[config.mk]
export PLATFORM = sky130hd
export DESIGN_NAME = altpat_ramcheck
export DESIGN_NICKNAME = d
export VERILOG_FILES = /design/src/rtl/altpat_pkg.sv /design/src/rtl/altpat_ctrl.sv /design/src/rtl/altpat_dpath.sv /design/src/rtl/altpat_ramcheck.sv
export SDC_FILE = /design/constraint.sdc
export NUM_CORES = 1
export LEC_CHECK = 0
export ABC_CLOCK_PERIOD_IN_PS = 2900
export BUFFER_PORTS_ARGS = -buffer_cell sky130_fd_sc_hd__buf_2
export CORE_ASPECT_RATIO = 0.8
export CORE_MARGIN = 8
export CORE_UTILIZATION = 50
export DETAILED_ROUTE_END_ITERATION = 6
export GPL_TIMING_DRIVEN = 0
export PLACE_DENSITY = 0.79
export SLEW_MARGIN = 15
export SYNTH_ARGS = -nofsm -noshare
export SYNTH_HDL_FRONTEND = slang
export SYNTH_SLANG_ARGS = --single-unit
export TNS_END_PERCENT = 50
[constraint.sdc]
create_clock -name clk -period 2.9 [get_ports clk]
set_clock_uncertainty 0.15 [all_clocks]
set_input_delay 0.145 -clock clk [delete_from_list [all_inputs] [get_ports clk]]
set_output_delay 0.145 -clock clk [all_outputs]
set_load 0.02 [all_outputs]
[src/rtl/altpat_pkg.sv]
package altpat_pkg;

  localparam logic [7:0] PAT_UP    = 8'hAA;
  localparam logic [7:0] PAT_DOWN  = 8'h55;
  localparam logic [7:0] DAC_IDLE  = 8'h00;
  localparam logic [7:0] DAC_FAULT = 8'h7F;

  typedef enum logic [2:0] {
    ST_IDLE,
    ST_WRITE,
    ST_READ,
    ST_CHECK,
    ST_HALT
  } seqState_t;

  // Strobes from control to datapath
  typedef struct packed {
    logic clear;      // begin a fresh test at the bottom, upward
    logic wrEn;       // drive a RAM write this cycle
    logic step;       // move to the next location in the current direction
    logic turn;       // reverse direction and jump to the far end
    logic latchFail;  // record a mismatch
  } strobe_t;

endpackage

[src/rtl/altpat_ctrl.sv]
module altpat_ctrl
  import altpat_pkg::*;
(
  input  logic    clk,
  input  logic    rstN,
  input  logic    start,
  input  logic    mismatch,
  input  logic    atEnd,
  output strobe_t strb
);

  seqState_t state, stateNext;

  always_ff @(posedge clk) begin
    if (!rstN) state <= ST_IDLE;
    else       state <= stateNext;
  end

  always_comb begin
    stateNext = state;
    strb      = '0;
    unique case (state)
      ST_IDLE: begin
        if (start) begin
          strb.clear = 1'b1;
          stateNext  = ST_WRITE;
        end
      end
      ST_WRITE: begin
        strb.wrEn = 1'b1;
        stateNext = ST_READ;
      end
      ST_READ: begin
        stateNext = ST_CHECK;
      end
      ST_CHECK: begin
        if (mismatch) begin
          strb.latchFail = 1'b1;
          stateNext      = ST_HALT;
        end else begin
          if (atEnd) strb.turn = 1'b1;
          else       strb.step = 1'b1;
          stateNext = ST_WRITE;
        end
      end
      ST_HALT: begin
        stateNext = ST_HALT;
      end
      default: stateNext = ST_IDLE;
    endcase
  end

  // once halted, only reset leaves
  p_halt_sticky_r5: assert property (@(posedge clk) disable iff (!rstN)
    state == ST_HALT |=> state == ST_HALT);

  // every write is followed by its read cycle, then the compare
  p_write_then_read_r3: assert property (@(posedge clk) disable iff (!rstN)
    state == ST_WRITE |=> state == ST_READ);

endmodule

[src/rtl/altpat_dpath.sv]
module altpat_dpath
  import altpat_pkg::*;
#(
  parameter int unsigned MEM_BYTES = 8192,
  parameter int unsigned ADDR_W    = 16,
  parameter int unsigned BASE      = 'hE000
) (
  input  logic              clk,
  input  logic              rstN,
  input  strobe_t           strb,
  input  logic [7:0]        memRdata,
  output logic [ADDR_W-1:0] memAddr,
  output logic [7:0]        memWdata,
  output logic              memWe,
  output logic [7:0]        dacA,
  output logic [7:0]        dacB,
  output logic              passDone,
  output logic              failed,
  output logic              mismatch,
  output logic              atEnd
);

  localparam int unsigned OW = (MEM_BYTES > 1) ? $clog2(MEM_BYTES) : 1;
  localparam logic [OW-1:0] LAST = OW'(MEM_BYTES - 1);

  logic [OW-1:0] offset;
  logic          goingDown;
  logic          failReg;
  logic          doneReg;
  logic [7:0]    dacCode;
  logic [7:0]    pattern;

  assign pattern  = goingDown ? PAT_DOWN : PAT_UP;
  assign mismatch = (memRdata != pattern);
  assign atEnd    = goingDown ? (offset == '0) : (offset == LAST);

  assign memAddr  = ADDR_W'(BASE) + ADDR_W'(offset);
  assign memWdata = pattern;
  assign memWe    = strb.wrEn;
  assign dacA     = dacCode;
  assign dacB     = dacCode;
  assign passDone = doneReg;
  assign failed   = failReg;

  always_ff @(posedge clk) begin
    if (!rstN) begin
      offset    <= '0;
      goingDown <= 1'b0;
      failReg   <= 1'b0;
      doneReg   <= 1'b0;
      dacCode   <= DAC_IDLE;
    end else begin
      doneReg <= 1'b0;
      if (strb.clear) begin
        offset    <= '0;
        goingDown <= 1'b0;
        failReg   <= 1'b0;
        dacCode   <= DAC_IDLE;
      end
      if (strb.step) begin
        offset <= goingDown ? offset - 1'b1 : offset + 1'b1;
      end
      if (strb.turn) begin
        goingDown <= !goingDown;
        offset    <= goingDown ? '0 : LAST;
        doneReg   <= goingDown;
      end
      if (strb.latchFail) begin
        failReg <= 1'b1;
        dacCode <= DAC_FAULT;
      end
    end
  end

  // failure indication is held and both channels sit at mid-scale
  p_fail_hold_r5: assert property (@(posedge clk) disable iff (!rstN)
    failed |=> failed && dacA == DAC_FAULT && dacB == DAC_FAULT);

  // no RAM writes once a failure is latched
  p_no_write_after_fail_r5: assert property (@(posedge clk) disable iff (!rstN)
    failed |-> !memWe);

  // the read cycle uses the address just written, with write low
  p_readback_same_addr_r3: assert property (@(posedge clk) disable iff (!rstN)
    memWe |=> $stable(memAddr) && !memWe);

  // completion is a single-cycle pulse
  p_done_single_r6: assert property (@(posedge clk) disable iff (!rstN)
    passDone |=> !passDone);

  // channels idle at zero while no failure is recorded
  p_dac_idle_r8: assert property (@(posedge clk) disable iff (!rstN)
    !failed |-> dacA == DAC_IDLE && dacB == DAC_IDLE);

endmodule

[src/rtl/altpat_ramcheck.sv]
module altpat_ramcheck
  import altpat_pkg::*;
#(
  parameter int unsigned MEM_BYTES = 8192,
  parameter int unsigned ADDR_W    = 16,
  parameter int unsigned BASE      = 'hE000
) (
  input  logic              clk,
  input  logic              rstN,
  input  logic              start,
  output logic [ADDR_W-1:0] memAddr,
  output logic [7:0]        memWdata,
  output logic              memWe,
  input  logic [7:0]        memRdata,
  output logic [7:0]        dacA,
  output logic [7:0]        dacB,
  output logic              passDone,
  output logic              failed
);

  strobe_t strb;
  logic    mismatch;
  logic    atEnd;

  altpat_ctrl u_ctrl (
    .clk      (clk),
    .rstN     (rstN),
    .start    (start),
    .mismatch (mismatch),
    .atEnd    (atEnd),
    .strb     (strb)
  );

  altpat_dpath #(
    .MEM_BYTES (MEM_BYTES),
    .ADDR_W    (ADDR_W),
    .BASE      (BASE)
  ) u_dpath (
    .clk      (clk),
    .rstN     (rstN),
    .strb     (strb),
    .memRdata (memRdata),
    .memAddr  (memAddr),
    .memWdata (memWdata),
    .memWe    (memWe),
    .dacA     (dacA),
    .dacB     (dacB),
    .passDone (passDone),
    .failed   (failed),
    .mismatch (mismatch),
    .atEnd    (atEnd)
  );

endmodule

* Yosys cells after proc, flatten, opt, wreduce, memory -nomap -nowiden *
Index checks and enable logic that the tools add are counted.

cells by class
  add/sub/neg operators = 3
  equality and inequality tests = 7
  multiplexer cells = 23
  reductions and logical operators = 7

operator list
  cell                      number
  $mux W13                  5
  $add A14 B14 Y15 const A  1
  $pmux W3 S5               1
  $mux W7                   2
  $add A13 B1 Y13 const B   1
  $eq A13 B13 Y1 const B    1
  $logic_not A13 Y1         1
  $sub A13 B1 Y13 const B   1
  $mux W1                   10
  $mux W3                   3
  $mux W8                   1
  $ne A8 B8 Y1              1
  $eq A3 B2 Y1 const B      2
  $reduce_bool A2 Y1        2
  $eq A3 B1 Y1 const B      1
  $eq A3 B3 Y1 const B      1
  $logic_not A3 Y1          1
  $reduce_bool A3 Y1        1
  $mux W2                   1
  $ne A2 B2 Y1 const B      1
  $reduce_and A2 Y1         1
  $logic_not A1 Y1          1

storage, ports and cells
  bits in registers = 26
  input bits = 11
  output and inout bits = 43
  logic and storage cells = 46

* Logic depth before layout (Yosys ltp) *
Gate-level depths: netlist (run 1).

  depth after elaboration = 7
  depth in mapped cells = 7
  gate-level depth less buffers = 7

* By module *
From an unflattened synthesis (run 1), not the netlist that was laid out.

second synthesis, totals
  cells, all modules = 224
  area total of the unflattened synthesis = 1765.4 um^2

by module, submodules not included
  module        instances  cells each  area an instance (um^2)  sequential area each (um^2)
  altpat_dpath  1          206         1592.8                   320.3
  altpat_ctrl   1          18          172.7                    60.1

* Worst setup path before layout (run 1) *
No wires, ideal clock.

  kind = register to register
  start point = register u_dpath.goingDown
  end point = register u_dpath.offset[12]
  library setup time = 0.060 ns
  data arrival time = 2.184 ns
  required time = 2.690 ns
  slack = 0.506 ns
  cell stages (with the launch flop) = 8
  buffers on the path = 0
  clock period less this slack = 2.394 ns
  cells stage by stage = dfxtp_1 -> ha_1 -> a211oi_1 -> o21ai_1 -> a31oi_1 -> nor3_1 -> nor4_1 -> o221a_1

on the way
  cells in the longest elaborated chain, start to end = 6
  elaborated cells on any way between the ends = 12
  those cells by class = 1 x eq/ne; 10 x mux; 1 x reduce/logical

RTL lines
  what                                            RTL line                                text
  start: declaration                              altpat_dpath.sv:27                      logic goingDown;
  start signal: assignment                        altpat_dpath.sv:64                      goingDown <= !goingDown;
  $mux W8 / $mux W1 (equally long branches)       altpat_dpath.sv:33, altpat_dpath.sv:35
  $ne A8 B8 Y1 / $mux W1 (equally long branches)  altpat_dpath.sv:34, altpat_ctrl.sv:41
  $mux W2                                         altpat_ctrl.sv:37                       if (mismatch) begin
  $mux W3                                         altpat_ctrl.sv:22                       unique case (state)
  $mux W13                                        altpat_dpath.sv:60                      if (strb.step) begin
  $mux W13                                        altpat_dpath.sv:63                      if (strb.turn) begin
  end signal: assignment                          altpat_dpath.sv:61                      offset <= goingDown ? offset - 1'b1 : offset + 1'b1;
  end signal: assignment                          altpat_dpath.sv:65                      offset <= goingDown ? '0 : LAST;
  end: declaration                                altpat_dpath.sv:26                      logic [OW-1:0] offset;

Several ways; a longest one is shown, not always the timed one.
A chain may end at the register's enable or synchronous reset.

* Worst setup path after layout (run 1) *
Same ends and word-level chain as after synthesis.

==> flow_metrics.py, run 1 <==
metrics = {
    "outcome": {
        "status": "finished, final reports clean",
    },
    "grt": {
        "grt_pass1_wl_mm": 6.35,
        "grt_pass1_vias": 1360,
        "overflow": 0,
        "use_met1_pct": 18.5,
        "antenna_found_initial": 0,
        "grt_max_degree": 24,
        "globalRouteMet2Util_pct": 23.2,
        "globalRouteTotalUtil_pct": 14.4,
        "busiest_layer": "met2",
        "grtUsageMet3_pct": 2.96,
    },
    "floorplan": {
        "core.rowCount": 18,
        "pin_count": 54,
        "core_area_mm2": 0.00309,
        "initial_core_util_pct": 52.1,
        "die-width_um": 79.4,
        "dieArea_mm2": 0.00529,
        "fp.dieH_um": 66.7,
    },
    "timing": {
        "timing.final.crit_period_ps": 2580,
        "period_share_pct": 88.9,
        "setup_viol": 0,
        "fmax_mhz": 388,
        "rsz0062_at_grt": "no",
        "fin_tns_setup_ps": 0,
        "hold_viol": 0,
        "slew_viol_final": 0,
    },
    "pwr": {
        "pwr-share-comb_pct": 32.0,
        "p_leak_nw": 0.967,
        "switching_share_pct": 34.8,
        "p_total_mw": 0.743,
        "p_int_mw": 0.485,
        "seqPwrFrac_pct": 43.8,
        "p_per_area_mw_per_mm2": 380,
        "clkPwrFrac_pct": 24.2,
        "p_switching_mw": 0.258,
        "ir_drop_v": 0.000192,
    },
    "setup_path": {
        "end_kind": "flop",
        "cp-start-kind": "flop",
        "crit_arrival_ps": 2630,
        "crit_type": "reg2reg",
        "reg2reg_slack_ps": 320,
        "required_ps": 2950,
        "path_cells": "ha_1 > a211oi_1 > o21ai_1 > a31oi_1 > nor3_1 > nor4_1 > o221a_1",
        "rr_startpoint": "u_dpath.goingDown$_SDFFE_PN0P_",
        "r2r-end": "u_dpath.offset[12]$_SDFFE_PN0P_",
        "worst-path-buf-inv": 0,
        "crit_fanout": 23,
        "r2r_cells": 7,
        "crit_family": "compound AO/OA/AOI/OAI gates",
        "slowest_delay_ps": 630,
        "cp_slowest_cell": "dfxtp_2",
    },
    "hold_path": {
        "hold_path_class": "in2reg",
        "hold_end": "u_ctrl.state[1]$_SDFFE_PN0P_",
        "holdCritStartpoint": "rstN",
        "hold_depth": 3,
    },
    "finish": {
        "utilization_pct": 63.4,
        "final_nets": 271,
        "n_antenna_cell": 0,
        "multi_input_comb_area_mm2": 0.00101,
        "layout_common_cells": "buf_2, buf_4, nor2_1, dfxtp_1, a21oi_1",
        "post_route_cells_drive_above_1_share_pct": 36.0,
        "layout_commonest_cell": "buf_2",
        "syn2layout_area_growth_pct": 21.7,
        "fill_cells": 285,
        "ff_latch_area_um2": 382,
    },
    "synth": {
        "syn_avg_cell_area_um2": 8.37,
        "synth_warnings": 0,
        "ys_seq_area_share_pct": 23.7,
        "synth_cell_type_count": 45,
        "synth_area_mm2": 0.00161,
        "synth-seq-cells": 19,
        "postSynthCellCount": 192,
    },
    "placed_design": {
        "gp_congestion": 0.827,
        "dp_hpwl_mm": 3.09,
        "numPortBuffers": 48,
    },
    "detailed_routing": {
        "via_per_inst": 5.35,
        "postRouteAntennaNets": 0,
        "vias": 1535,
        "wl_per_cell_um": 13.6,
        "firstDrtPassIters": 4,
        "drt_iter0_drc": 72,
        "routed_wl_mm": 3.92,
        "drc_errors": 0,
    },
    "clock_tree": {
        "hold_buffers": 0,
        "clockBufferDepth": 2,
        "cts_buffers": 3,
        "cts_resized": 1,
        "clock_latency_ps": 250,
        "h-tree-depth": 1,
        "cts_root_buffer": "clkbuf_8",
        "post_cts_buffers": 0,
        "clk_pin_slew_ps": 70,
        "cts.sinks": 19,
        "cts_tree": "done",
    },
    "job": {
        "max_cap_violations": 0,
    },
}
[worst min-delay path, stage by stage]
cell and delay [ps]:
buf_2 130, nand2b_1 90, nor2_1 40
[sequential cells by signal, summed over array words and instances (netlist names)]
register and flops:
u_ctrl.state 3, u_dpath.passDone 1, u_dpath.goingDown 1, u_dpath.dacA 1, u_dpath.offset 13
[metrics by stage]
step	instance area (µm²)	hold WS, ps	worst slack (ps)	std cells
6_report	1960	45.0	321	287
5_1_grt	1960	66.5	96.6	287
4_1_cts	1960	43.4	309	287
3_5_place_dp	1910	308	11.0	283
3_3_place_gp	1910	311	97.8	283
2_1_floorplan	1620	150	506	195
[cells by family after synthesis]
group	after synthesis	synth area share [%]
flops	19	23.7
simple gates	56	20.8
other cells	2	0.467
compound gates	58	25.2
xor+xnor	11	6.00
buf+inv	34	14.1
fa+ha+maj	12	9.81
[worst max path at each step]
stage / start / slack (ps) / to / cells past startpoint
2_1_floorplan: u_dpath.goingDown$_SDFFE_PN0P_ / 510 / u_dpath.offset[12]$_SDFFE_PN0P_ / 7
3_3_place_gp: u_dpath.goingDown$_SDFFE_PN0P_ / 100 / u_dpath.offset[12]$_SDFFE_PN0P_ / 7
3_5_place_dp: u_dpath.goingDown$_SDFFE_PN0P_ / 10 / u_dpath.offset[12]$_SDFFE_PN0P_ / 7
4_1_cts: u_dpath.goingDown$_SDFFE_PN0P_ / 310 / u_dpath.offset[12]$_SDFFE_PN0P_ / 7
5_1_grt: u_dpath.goingDown$_SDFFE_PN0P_ / 100 / u_dpath.offset[12]$_SDFFE_PN0P_ / 7
6_report: u_dpath.goingDown$_SDFFE_PN0P_ / 320 / u_dpath.offset[12]$_SDFFE_PN0P_ / 7
[cell type report]
class / count / area share, %
Buffer: 29 / 10.6
Timing Repair Buffer: 48 / 12.3
Clock buffer: 3 / 2.11
Clock inverter: 1 / 0.256
Sequential cell: 19 / 19.5
Inverter: 5 / 0.960
Tap cell: 40 / 2.56
Multi-Input combinational cell: 142 / 51.7
[per-layer routing]
| metal | vias up | routed length [µm] |
|---|---|---|
| li1 | 791 | - |
| met1 | 676 | 1820 |
| met2 | 63 | 1610 |
| met3 | 5 | 429 |
| met4 | 0 | 54 |
| met5 | - | 0 |
[synthesized netlist by cell type]
master	instances	share of area, %
nand3b_1	3	1.4
o21a_1	1	0.47
nor3b_1	1	0.47
fa_1	1	1.2
nor3_2	1	0.62
a21o_1	5	2.3
nor3_1	3	0.93
a31oi_1	2	0.78
nand2_4	1	0.70
dfxtp_1	19	24
o31ai_1	1	0.47
or2_2	2	0.78
or4_1	1	0.47
o21bai_1	3	1.4
buf_2	1	0.31
buf_4	26	12
and2_1	1	0.39
xnor2_1	5	2.7
a211oi_1	3	1.4
ha_1	11	8.6
nand2_1	2	0.47
conb_1	2	0.47
xor2_1	6	3.3
and2_4	1	0.55
or4_4	1	0.70
o211a_1	1	0.62
or3b_1	1	0.55
inv_1	5	1.2
nand4_1	3	1.2
nor2_1	18	4.2
clkbuf_1	2	0.47
nand4bb_1	2	1.4
o21ai_0	9	2.8
nand3_1	2	0.62
o22ai_1	2	0.78
or3_4	1	0.70
nand2b_1	4	1.6
or3_1	1	0.39
o221a_1	9	6.3
o22ai_2	1	0.78
o21ai_1	1	0.31
nor4_1	6	2.3
o211ai_1	3	1.4
a21oi_1	17	5.3
nor2_2	1	0.39
[power by group through the flow]
stage	Sequential (mW)	Combinational [mW]	Clock (mW)
2_1_floorplan	0.347	0.152	0
5_1_grt	0.331	0.258	0.197
3_3_place_gp	0.330	0.234	0
4_1_cts	0.325	0.238	0.183
6_report	0.326	0.237	0.180
3_5_place_dp	0.331	0.236	0
Note: power is estimated with default switching activity, not from simulation.
==> inputs of run 2 (changes only) <==
Settings changed: RECOVER_POWER set to 25.
==> run 2 against run 1 <==
Net effect: non-clock buffer count did not move; power fell by 0.55%; hold slack improved by 0.55 ps; routed wire length increased by 0.59%; register-to-register slack lost 40 ps; die area did not move; sequential power about the same; core utilization decreased by 0.53 points; first-iteration DRC count is 15% higher; global-route usage stayed put; maximum frequency shrank 1.5%; critical endpoint unchanged; setup slack got worse by 39 ps.
==> flow_metrics.py, run 2 (synthesis gave the netlist of run 1 again) <==
metrics = {
    "outcome": {
        "status": "finished, final reports clean",
    },
    "finish": {
        "layout_common_cells": "buf_2, buf_4, nor2_1, dfxtp_1, a21oi_1",
        "fill_cells": 288,
        "stdcell_count": 287,
        "fin_area_mm2": 0.00194,
        "n_antenna_cell": 0,
        "reg.largest.list": "u_dpath.offset: 13 flops, u_ctrl.state: 3 flops",
        "post_route_cells_drive_above_1_share_pct": 30.8,
        "syn2layout_area_growth_pct": 20.7,
        "final_nets": 271,
        "layout_commonest_cell": "buf_2",
        "top_register": "u_dpath.offset",
        "largest_reg_flops": 13,
    },
    "setup_path": {
        "crit_arrival_ps": 2670,
        "cp-start-kind": "flop",
        "end_kind": "flop",
        "crit_start": "u_dpath.goingDown$_SDFFE_PN0P_",
        "crit_type": "reg2reg",
        "rr_startpoint": "u_dpath.goingDown$_SDFFE_PN0P_",
        "required_ps": 2950,
        "crit_fanout": 23,
    },
    "timing": {
        "period_share_pct": 90.3,
        "slew_viol_final": 0,
        "timing.final.crit_period_ps": 2620,
        "fmax_mhz": 382,
        "hold_viol": 0,
        "rsz0062_at_grt": "no",
        "fin_tns_setup_ps": 0,
        "whs_ps": 45.5,
        "setup_viol": 0,
    },
    "clock_tree": {
        "hold_buffers": 0,
        "cts_tree": "done",
        "cts.sinks": 19,
        "cts_root_buffer": "clkbuf_8",
        "clockBufferDepth": 2,
        "clk_pin_slew_ps": 70,
        "post_cts_buffers": 0,
        "h-tree-depth": 1,
        "cts_buffers": 3,
        "clock_latency_ps": 250,
    },
    "pwr": {
        "ir_drop_v": 0.000194,
        "seqPwrFrac_pct": 44.1,
        "p_per_area_mw_per_mm2": 381,
        "switching_share_pct": 35.1,
        "p_leak_nw": 0.916,
        "pwr-share-comb_pct": 31.5,
        "p_switching_mw": 0.259,
        "clkPwrFrac_pct": 24.4,
        "p_int_mw": 0.480,
    },
    "detailed_routing": {
        "wl_per_cell_um": 13.7,
        "firstDrtPassIters": 4,
        "drt_iter0_drc": 83,
        "via_per_inst": 5.38,
        "postRouteAntennaNets": 0,
        "drc_errors": 0,
        "routed_wl_mm": 3.94,
        "vias": 1545,
    },
    "hold_path": {
        "holdCritStartpoint": "rstN",
        "hold_path_class": "in2reg",
    },
    "floorplan": {
        "initial_core_util_pct": 52.1,
        "core_area_mm2": 0.00309,
        "dieArea_mm2": 0.00529,
        "pin_count": 54,
        "core.rowCount": 18,
        "die-width_um": 79.4,
        "fp.dieH_um": 66.7,
    },
    "placed_design": {
        "place_inst": 283,
        "placed_cell_area_mm2": 0.00191,
        "numPortBuffers": 48,
        "dp_hpwl_mm": 3.09,
        "gp_congestion": 0.827,
    },
    "grt": {
        "overflow": 0,
        "globalRouteTotalUtil_pct": 14.4,
        "grt_max_degree": 24,
        "grt_pass1_wl_mm": 6.35,
        "antenna_found_initial": 0,
        "grt_pass1_vias": 1360,
    },
    "job": {
        "max_cap_violations": 0,
    },
}
==> run 2: power by group through the flow <==
| stage | clock network, mW | logic [mW] | registers, mW |
|---|---|---|---|
| floorplan | 0 | 0.152 | 0.347 |
| CTS | 0.183 | 0.238 | 0.325 |
| global placement | 0 | 0.234 | 0.330 |
| global route | 0.197 | 0.253 | 0.331 |
| detailed placement | 0 | 0.236 | 0.331 |
| finish | 0.180 | 0.232 | 0.326 |
==> run 2: timing repair <==
item                                   4_1_cts  5_1_grt
setup endpoints to repair                    1        0
resized for setup                            1        0
endpoints found under the hold margin        0        0
==> run 2: path summary, 6_finish.rpt <==
check	to	slack (ps)	depth (start not counted)
min	u_ctrl.state[1]$_SDFFE_PN0P_	50	3
min reg2reg	u_ctrl.state[2]$_SDFFE_PN0P_	410	2
max reg2reg	u_dpath.offset[12]$_SDFFE_PN0P_	280	7
max	u_dpath.offset[12]$_SDFFE_PN0P_	280	7
==> run 2: metrics by stage <==
step                power, mW  utilization [%]  worst slack [ps]
CTS                     0.747             63.4               309
finish                  0.739             62.9               282
global route            0.781             62.9              96.6
detailed placement      0.567             61.8              11.0
global placement        0.563             61.8              97.8
floorplan               0.499                -               506
==> run 2: critical path, cell delays in order, from the launching register on <==
cell,delay [ps]
dfxtp_2,630
ha_1,380
a211oi_1,240
o21ai_1,140
a31oi_1,350
nor3_1,120
nor4_1,320
o221a_1,230
==> run 2: per-layer routing <==
metal | part of all wire (%) | global-route usage [%] | vias up
li1 | - | - | 790
met1 | 48 | 18.5 | 692
met2 | 41 | 23.2 | 58
met3 | 9.3 | 2.96 | 5
met4 | 1.4 | 5.53 | 0
met5 | 0 | 0 | -
==> run 2: cell type report <==
class	instances	area (µm²)	area share (%)
well taps	40	50.0	2.58
inverters	5	18.8	0.968
plain buffers	29	208	10.7
repair buffers	48	224	11.5
clock buffers	3	41.3	2.13
clock inverters	1	5.00	0.258
multi-input cells	142	1010	52.1
flip-flops and latches	19	382	19.7
